### config.mk
export PLATFORM = sky130hd
export DESIGN_NAME = smb_cfg_slave
export DESIGN_NICKNAME = d
export VERILOG_FILES = /design/src/rtl/smb_cfg_pkg.sv /design/src/rtl/smb_line_sync.sv /design/src/rtl/smb_cfg_proto.sv /design/src/rtl/smb_cfg_regs.sv /design/src/rtl/smb_cfg_slave.sv
export SDC_FILE = /design/constraint.sdc
export NUM_CORES = 1
export LEC_CHECK = 0
export CORE_MARGIN = 2
export CORE_UTILIZATION = 40
export CTS_CLUSTER_DIAMETER = 120
export CTS_CLUSTER_SIZE = 25
export DETAILED_ROUTE_END_ITERATION = 8
export PLACE_DENSITY = 0.61
export RECOVER_POWER = 25
export SYNTH_ARGS = -nofsm -noshare
export SYNTH_HDL_FRONTEND = slang
export SYNTH_SLANG_ARGS = --single-unit
### constraint.sdc
create_clock -name clk -period 2.1 [get_ports clk]
set_input_delay 0.42 -clock clk [delete_from_list [all_inputs] [get_ports clk]]
set_output_delay 0.42 -clock clk [all_outputs]
set_load 0.05 [all_outputs]
### src/rtl/smb_cfg_pkg.sv
`timescale 1ns/1ps
// Shared types and the per-byte write mask for the configuration target.
// Assumes byte-wide registers; the mask also serves as the reset default.
package smb_cfg_pkg;

    typedef enum logic [2:0] {
        ST_IDLE, ST_RX, ST_SACK, ST_TX, ST_MACK
    } smb_state_e;

    typedef enum logic [1:0] {
        RL_ADDR, RL_OFFS, RL_CNT, RL_DATA
    } smb_role_e;

    // Writable bits of byte idx: none for the status byte, all but one reserved bit elsewhere.
    function automatic logic [7:0] byte_mask(int idx, int stat_idx, int rsv_idx, int rsv_bit);
        logic [7:0] m;
        m = 8'hFF;
        if (idx == rsv_idx) m = m & ~(8'h01 << rsv_bit);
        if (idx == stat_idx) m = 8'h00;
        return m;
    endfunction

endpackage

### src/rtl/smb_line_sync.sv
`timescale 1ns/1ps
// Brings SCL and SDA into the clock domain and flags edges and bus conditions.
// Assumes the core clock samples each SCL level several times.
module smb_line_sync #(
    parameter int STAGES = 2
) (
    input  logic clk,
    input  logic rst_n,
    input  logic scl_i,
    input  logic sda_i,
    output logic sda_s,
    output logic scl_rise,
    output logic scl_fall,
    output logic start_det,
    output logic stop_det
);
    logic [STAGES:0] scl_p;
    logic [STAGES:0] sda_p;

    // Synchronizer chains plus one history stage; idle bus reads high.
    always_ff @(posedge clk) begin
        if (!rst_n) begin
            scl_p <= '1;
            sda_p <= '1;
        end else begin
            scl_p <= {scl_p[STAGES-1:0], scl_i};
            sda_p <= {sda_p[STAGES-1:0], sda_i};
        end
    end

    // Edge and condition decode on the synchronized levels.
    always_comb begin
        sda_s     = sda_p[STAGES-1];
        scl_rise  = scl_p[STAGES-1] & ~scl_p[STAGES];
        scl_fall  = ~scl_p[STAGES-1] & scl_p[STAGES];
        start_det = scl_p[STAGES-1] & scl_p[STAGES] & sda_p[STAGES] & ~sda_p[STAGES-1];
        stop_det  = scl_p[STAGES-1] & scl_p[STAGES] & ~sda_p[STAGES] & sda_p[STAGES-1];
    end
endmodule

### src/rtl/smb_cfg_proto.sv
`timescale 1ns/1ps
// Byte-level sequencer: address match, offset, count, data write, read-out
// and acknowledge handling. Assumes NREG is a power of two (pointer wraps).
module smb_cfg_proto import smb_cfg_pkg::*; #(
    parameter int          NREG     = 8,
    parameter logic [6:0]  DEV_ADDR = 7'h69,
    localparam int         AW       = $clog2(NREG)
) (
    input  logic          clk,
    input  logic          rst_n,
    input  logic          sda_s,
    input  logic          scl_rise,
    input  logic          scl_fall,
    input  logic          start_det,
    input  logic          stop_det,
    input  logic [7:0]    rd_data,
    output logic [AW-1:0] rd_idx,
    output logic          wr_en,
    output logic [AW-1:0] wr_idx,
    output logic [7:0]    wr_data,
    output logic          sda_oe
);
    smb_state_e    st;
    smb_role_e     role;
    logic [3:0]    bitcnt;
    logic [7:0]    shreg;
    logic [AW-1:0] ptr;
    logic [7:0]    remain;
    logic          go_tx;
    logic          more;

    assign rd_idx = ptr;

    // Protocol state machine; bus conditions take priority over bit events.
    always_ff @(posedge clk) begin
        if (!rst_n) begin
            st      <= ST_IDLE;
            role    <= RL_ADDR;
            bitcnt  <= '0;
            shreg   <= '0;
            ptr     <= '0;
            remain  <= '0;
            go_tx   <= 1'b0;
            more    <= 1'b0;
            wr_en   <= 1'b0;
            wr_idx  <= '0;
            wr_data <= '0;
            sda_oe  <= 1'b0;
        end else begin
            wr_en <= 1'b0;
            if (start_det) begin
                st     <= ST_RX;
                role   <= RL_ADDR;
                bitcnt <= '0;
                sda_oe <= 1'b0;
            end else if (stop_det) begin
                st     <= ST_IDLE;
                sda_oe <= 1'b0;
            end else begin
                case (st)
                    ST_RX: begin
                        if (scl_rise) begin
                            shreg  <= {shreg[6:0], sda_s};
                            bitcnt <= bitcnt + 4'd1;
                        end else if (scl_fall && bitcnt == 4'd8) begin
                            bitcnt <= '0;
                            st     <= ST_SACK;
                            sda_oe <= 1'b1;
                            go_tx  <= 1'b0;
                            case (role)
                                RL_ADDR: begin
                                    if (shreg[7:1] == DEV_ADDR) begin
                                        go_tx <= shreg[0];
                                        role  <= RL_OFFS;
                                    end else begin
                                        st     <= ST_IDLE;
                                        sda_oe <= 1'b0;
                                    end
                                end
                                RL_OFFS: begin
                                    ptr  <= shreg[AW-1:0];
                                    role <= RL_CNT;
                                end
                                RL_CNT: begin
                                    remain <= shreg;
                                    role   <= RL_DATA;
                                end
                                default: begin
                                    if (remain != 8'd0) begin
                                        wr_en   <= 1'b1;
                                        wr_idx  <= ptr;
                                        wr_data <= shreg;
                                        ptr     <= ptr + AW'(1);
                                        remain  <= remain - 8'd1;
                                    end else begin
                                        sda_oe <= 1'b0;
                                    end
                                end
                            endcase
                        end
                    end
                    ST_SACK: begin
                        if (scl_fall) begin
                            if (go_tx) begin
                                shreg  <= rd_data;
                                ptr    <= ptr + AW'(1);
                                sda_oe <= ~rd_data[7];
                                st     <= ST_TX;
                            end else begin
                                sda_oe <= 1'b0;
                                st     <= ST_RX;
                            end
                        end
                    end
                    ST_TX: begin
                        if (scl_fall) begin
                            if (bitcnt == 4'd7) begin
                                bitcnt <= '0;
                                sda_oe <= 1'b0;
                                st     <= ST_MACK;
                            end else begin
                                bitcnt <= bitcnt + 4'd1;
                                shreg  <= {shreg[6:0], 1'b0};
                                sda_oe <= ~shreg[6];
                            end
                        end
                    end
                    ST_MACK: begin
                        if (scl_rise) begin
                            more <= ~sda_s;
                        end else if (scl_fall) begin
                            if (more) begin
                                shreg  <= rd_data;
                                ptr    <= ptr + AW'(1);
                                sda_oe <= ~rd_data[7];
                                st     <= ST_TX;
                            end else begin
                                st <= ST_IDLE;
                            end
                        end
                    end
                    default: ;
                endcase
            end
        end
    end
endmodule

### src/rtl/smb_cfg_regs.sv
`timescale 1ns/1ps
// Register bank: masked writable bytes, one read-only strap status byte.
// Assumes the strap inputs are stable around the release of power-good.
module smb_cfg_regs import smb_cfg_pkg::*; #(
    parameter int  NREG     = 8,
    parameter int  STAT_IDX = 6,
    parameter int  RSV_IDX  = 1,
    parameter int  RSV_BIT  = 3,
    parameter int  NSTRAP   = 3,
    localparam int AW       = $clog2(NREG)
) (
    input  logic              clk,
    input  logic              rst_n,
    input  logic [NSTRAP-1:0] strap_i,
    input  logic              wr_en,
    input  logic [AW-1:0]     wr_idx,
    input  logic [7:0]        wr_data,
    input  logic [AW-1:0]     rd_idx,
    output logic [7:0]        rd_data,
    output logic [NREG*8-1:0] cfg_o
);
    logic [NSTRAP-1:0] strap_q;
    logic              cap_done;

    // One-shot strap capture on the first cycle after power-good.
    always_ff @(posedge clk) begin
        if (!rst_n) begin
            strap_q  <= '0;
            cap_done <= 1'b0;
        end else if (!cap_done) begin
            strap_q  <= strap_i;
            cap_done <= 1'b1;
        end
    end

    for (genvar g = 0; g < NREG; g++) begin : g_byte
        if (g == STAT_IDX) begin : g_stat
            assign cfg_o[g*8 +: 8] = {{(8-NSTRAP){1'b0}}, strap_q};
        end else begin : g_rw
            localparam logic [7:0] M = byte_mask(g, STAT_IDX, RSV_IDX, RSV_BIT);
            logic [7:0] q;
            // Masked byte store; reserved bits never leave zero.
            always_ff @(posedge clk) begin
                if (!rst_n)                            q <= M;
                else if (wr_en && wr_idx == AW'(g))    q <= wr_data & M;
            end
            assign cfg_o[g*8 +: 8] = q;
        end
    end

    assign rd_data = cfg_o[{rd_idx, 3'b000} +: 8];
endmodule

### src/rtl/smb_cfg_slave.sv
`timescale 1ns/1ps
// Top: SMBus-style target holding the clock generator configuration bytes.
// Assumes an external open-drain pad that pulls SDA low while sda_oe is 1.
module smb_cfg_slave #(
    parameter int         NREG        = 8,
    parameter logic [6:0] DEV_ADDR    = 7'h69,
    parameter int         STAT_IDX    = 6,
    parameter int         RSV_IDX     = 1,
    parameter int         RSV_BIT     = 3,
    parameter int         NSTRAP      = 3,
    parameter int         SYNC_STAGES = 2
) (
    input  logic              clk,
    input  logic              rst_n,
    input  logic              scl_i,
    input  logic              sda_i,
    input  logic [NSTRAP-1:0] strap_i,
    output logic              sda_oe,
    output logic [NREG*8-1:0] cfg_o
);
    localparam int AW = $clog2(NREG);

    logic          sda_s, scl_rise, scl_fall, start_det, stop_det;
    logic          wr_en;
    logic [AW-1:0] wr_idx, rd_idx;
    logic [7:0]    wr_data, rd_data;

    smb_line_sync #(.STAGES(SYNC_STAGES)) u_sync (
        .clk(clk), .rst_n(rst_n), .scl_i(scl_i), .sda_i(sda_i),
        .sda_s(sda_s), .scl_rise(scl_rise), .scl_fall(scl_fall),
        .start_det(start_det), .stop_det(stop_det)
    );

    smb_cfg_proto #(.NREG(NREG), .DEV_ADDR(DEV_ADDR)) u_proto (
        .clk(clk), .rst_n(rst_n), .sda_s(sda_s), .scl_rise(scl_rise),
        .scl_fall(scl_fall), .start_det(start_det), .stop_det(stop_det),
        .rd_data(rd_data), .rd_idx(rd_idx), .wr_en(wr_en), .wr_idx(wr_idx),
        .wr_data(wr_data), .sda_oe(sda_oe)
    );

    smb_cfg_regs #(
        .NREG(NREG), .STAT_IDX(STAT_IDX), .RSV_IDX(RSV_IDX),
        .RSV_BIT(RSV_BIT), .NSTRAP(NSTRAP)
    ) u_regs (
        .clk(clk), .rst_n(rst_n), .strap_i(strap_i), .wr_en(wr_en),
        .wr_idx(wr_idx), .wr_data(wr_data), .rd_idx(rd_idx),
        .rd_data(rd_data), .cfg_o(cfg_o)
    );
endmodule

==> out/results.ini <==
[timing]
maxSlewHeadroom=0.3396
finalHoldViolations=0
slew_violations=0
min_period_ns=2.042
worstMarginPinSlew_ns=0.9830
fmax_mhz=489.8
rsz0062_at_grt=yes
worst_slack_ns=0.05834
finalSetupViolations=0
post-route-period-util=0.9722
skew_ns=0.004683

[worst_setup_path]
critPathLaunchType=register
path_class=reg2out
crit_family=buffers and inverters
cp_cell_sequence=clkdlybuf4s50_1
crit_path_max_incr_delay_ns=0.84
critPathBufInv=1
cp-end-kind=output port
crit_required_ns=1.68
cp.arrival_ns=1.62
cp_max_fo=3
crit_slowest_cell=clkdlybuf4s50_1

[power]
leakage_nw=2.627
p_per_area_nw_per_um2=595.1
vdd_drop_max_v=0.0004916
finalPower_mw=3.891

[yosys]
synth-seq-area-share=0.4090
synth_common_cells=171 x nand2_1, 108 x dfxtp_1, 67 x nand3_1, 33 x a21oi_1, 33 x nor2_1
synth_top_area_frac=0.4090
synth_flop_cell=dfxtp_1
synth-warning-count=0
ys_top_cells_by_area=dfxtp_1 41%, nand2_1 12%, nand3_1 6.3%
syn_area_per_cell_um2=8.171
ys_async_sr_fraction=0
yosysMostFrequentCell=nand2_1
synth_cell_types=71
ys_ff_latch=108
syn_area_um2=5286
syn_inst=647
synth-edff-count=0
yosysTopAreaCell=dfxtp_1

[routing]
via_count=4844
routedWlPerCell_um=16.88
avgViaCountPerCell=5.388
postRouteAntennaNets=0
drtIter0Drc=312
drt-pass1-iter-count=5
drc=0
wl_um=15180

[cts]
cts-root-buf=clkbuf_16
cts_buffers=9
clock_latency_ns=0.36
cts_hold_buf=0
ctsHtreeMaxLevel=3
clock_sink_count=108
tritoncts=yes
cts_buffer_depth=2
clkSlewWorstSetupHoldPaths_ns=0.07

[die]
fp-row-count=42
initial_core_util=0.4040
dieHeight_um=119.0
core_um2=13090
ioPinCount=72
die_w_um=119.0
floorplan.die_area_um2=14150

[placement]
portBuffers=65
dp_cells=882
gp_congestion=0.8386
pre_cts_ws_ns=-0.007547
placed_cell_area_um2=6217
dp_hpwl_um=10810

[grt]
grt_pass1_vias=4659
grt_max_degree=77
grt_use_met2=0.3549
grt_util_met1=0.2892
overflow=0
grt.met3_usage=0.03065
grt_busiest_layer=met2
grt_usage=0.2184
antenna_found_initial=0
grt_pass1_wl_um=24630

[cells_and_area]
num-fill-cells=1208
stdcell_area_um2=6538
area_growth_pct=23.67
final_cell_count_no_fill=899
drive_gt1_frac=0.1162
nNetsFinal=736
n_antenna_cell=0

[job]
max_cap_viol_count=0

[run_status]
status=finished, final reports clean

[min_path]
hold_class=in2reg

[cell usage in the layout (no fill, tap or decap), types with 3 or more instances in the layout]
cell             netlist  layout
o2111ai_1              3       3
nand3b_1               5       5
a31oi_1                3       3
mux4_2                10      10
a311oi_1               5       4
nor3_1                 6       6
nand2b_1              17      17
o21ai_0               18      18
mux2_2                 7       7
nand3_1               67      66
dfxtp_1              108     106
mux2i_1               12      12
buf_4                  9      30
and2_1                 3       3
a21oi_1               33      33
inv_1                 15      15
o22ai_1                3       3
nor2b_1                4       4
nand2_1              171     171
clkbuf_16              0       9
a211oi_1               4       4
clkinv_4               0       3
o31ai_1                6       6
o211ai_1               4       4
ha_1                  11      10
conb_1                 1       6
clkdlybuf4s50_1        0      63
a22oi_1                4       4
nor3b_1                6       6
nor2_1                33      33
[per-stage QoR]
step | util | hold slack [ns] | TNS, ns
finish | 0.4996 | 0.3477 | 0
detailed placement | 0.4751 | 0.4013 | -0.007547
global route | 0.4996 | 0.3603 | -0.02923
CTS | 0.4984 | 0.3384 | 0
floorplan | - | 0.3863 | 0
global placement | 0.4751 | 0.3909 | 0
[kinds of logic after synthesis]
| group | Yosys count | synth area share |
|---|---|---|
| xor+xnor | 2 | 0.003314 |
| buf+inv | 59 | 0.05349 |
| flops | 108 | 0.4090 |
| other cells | 1 | 0.0007094 |
| simple gates | 332 | 0.2902 |
| compound gates | 105 | 0.1370 |
| mux | 29 | 0.08024 |
| fa+ha+maj | 11 | 0.02604 |
[path summary, 6_finish.rpt]
| kind | start | end | slack [ns] | depth (start not counted) |
|---|---|---|---|---|
| max reg2reg | u_proto.st[1]$_SDFFE_PP0P_ | u_proto.rd_idx[0]$_SDFFE_PN0P_ | 0.10 | 5 |
| min | rst_n | u_sync.scl_p[0]$_SDFF_PN1_ | 0.35 | 2 |
| max | u_regs.g_byte[4].g_rw.q[4]$_SDFFE_PN1P_ | cfg_o[36] | 0.06 | 1 |
| min reg2reg | u_sync.scl_p[0]$_SDFF_PN1_ | u_sync.scl_p[1]$_SDFF_PN1_ | 0.42 | 1 |
[state kept, by name, indices dropped and copies added, names as in the netlist]
name                  count
u_regs.cap_done           1
u_regs.g_byte.g_rw.q     55
u_proto.shreg             8
u_proto.role              2
u_proto.sda_oe            1
u_proto.rd_idx            3
u_proto.go_tx             1
u_proto.more              1
u_proto.wr_data           8
u_sync.scl_p              3
u_proto.remain            8
u_proto.wr_en             1
u_proto.bitcnt            4
u_proto.wr_idx            3
u_sync.sda_p              3
u_proto.st                3
u_regs.strap_q            3
[report_power, final]
part | total (mW) | internal, mW | switching [mW]
sequential | 2.07 | 2.06 | 0.00974
clock | 1.69 | 0.885 | 0.805
combinational | 0.136 | 0.0414 | 0.0944
[what timing repair did]
action / in CTS / in global routing
setup buffers: 0 / 1
setup endpoints to repair: 1 / 22
resized for setup: 1 / 5
pin swaps: 0 / 3
[final cells by class]
cell class / instances / area, um^2 / area share
Multi-Input combinational cell: 485 / 2880 / 0.4406
Sequential cell: 108 / 2165 / 0.3311
Timing Repair Buffer: 99 / 918.4 / 0.1405
Clock buffer: 11 / 252.7 / 0.03866
Tap cell: 176 / 220.2 / 0.03368
Inverter: 15 / 56.30 / 0.008612
Clock inverter: 5 / 45.04 / 0.006890
[routing by layer]
metal / part of all wire / vias up
met1: 0.45 / 2295
met3: 0.046 / 29
met2: 0.47 / 137
met5: 0 / -
met4: 0.031 / 0
li1: - / 2383
Note: power is estimated with default switching activity, not from simulation.
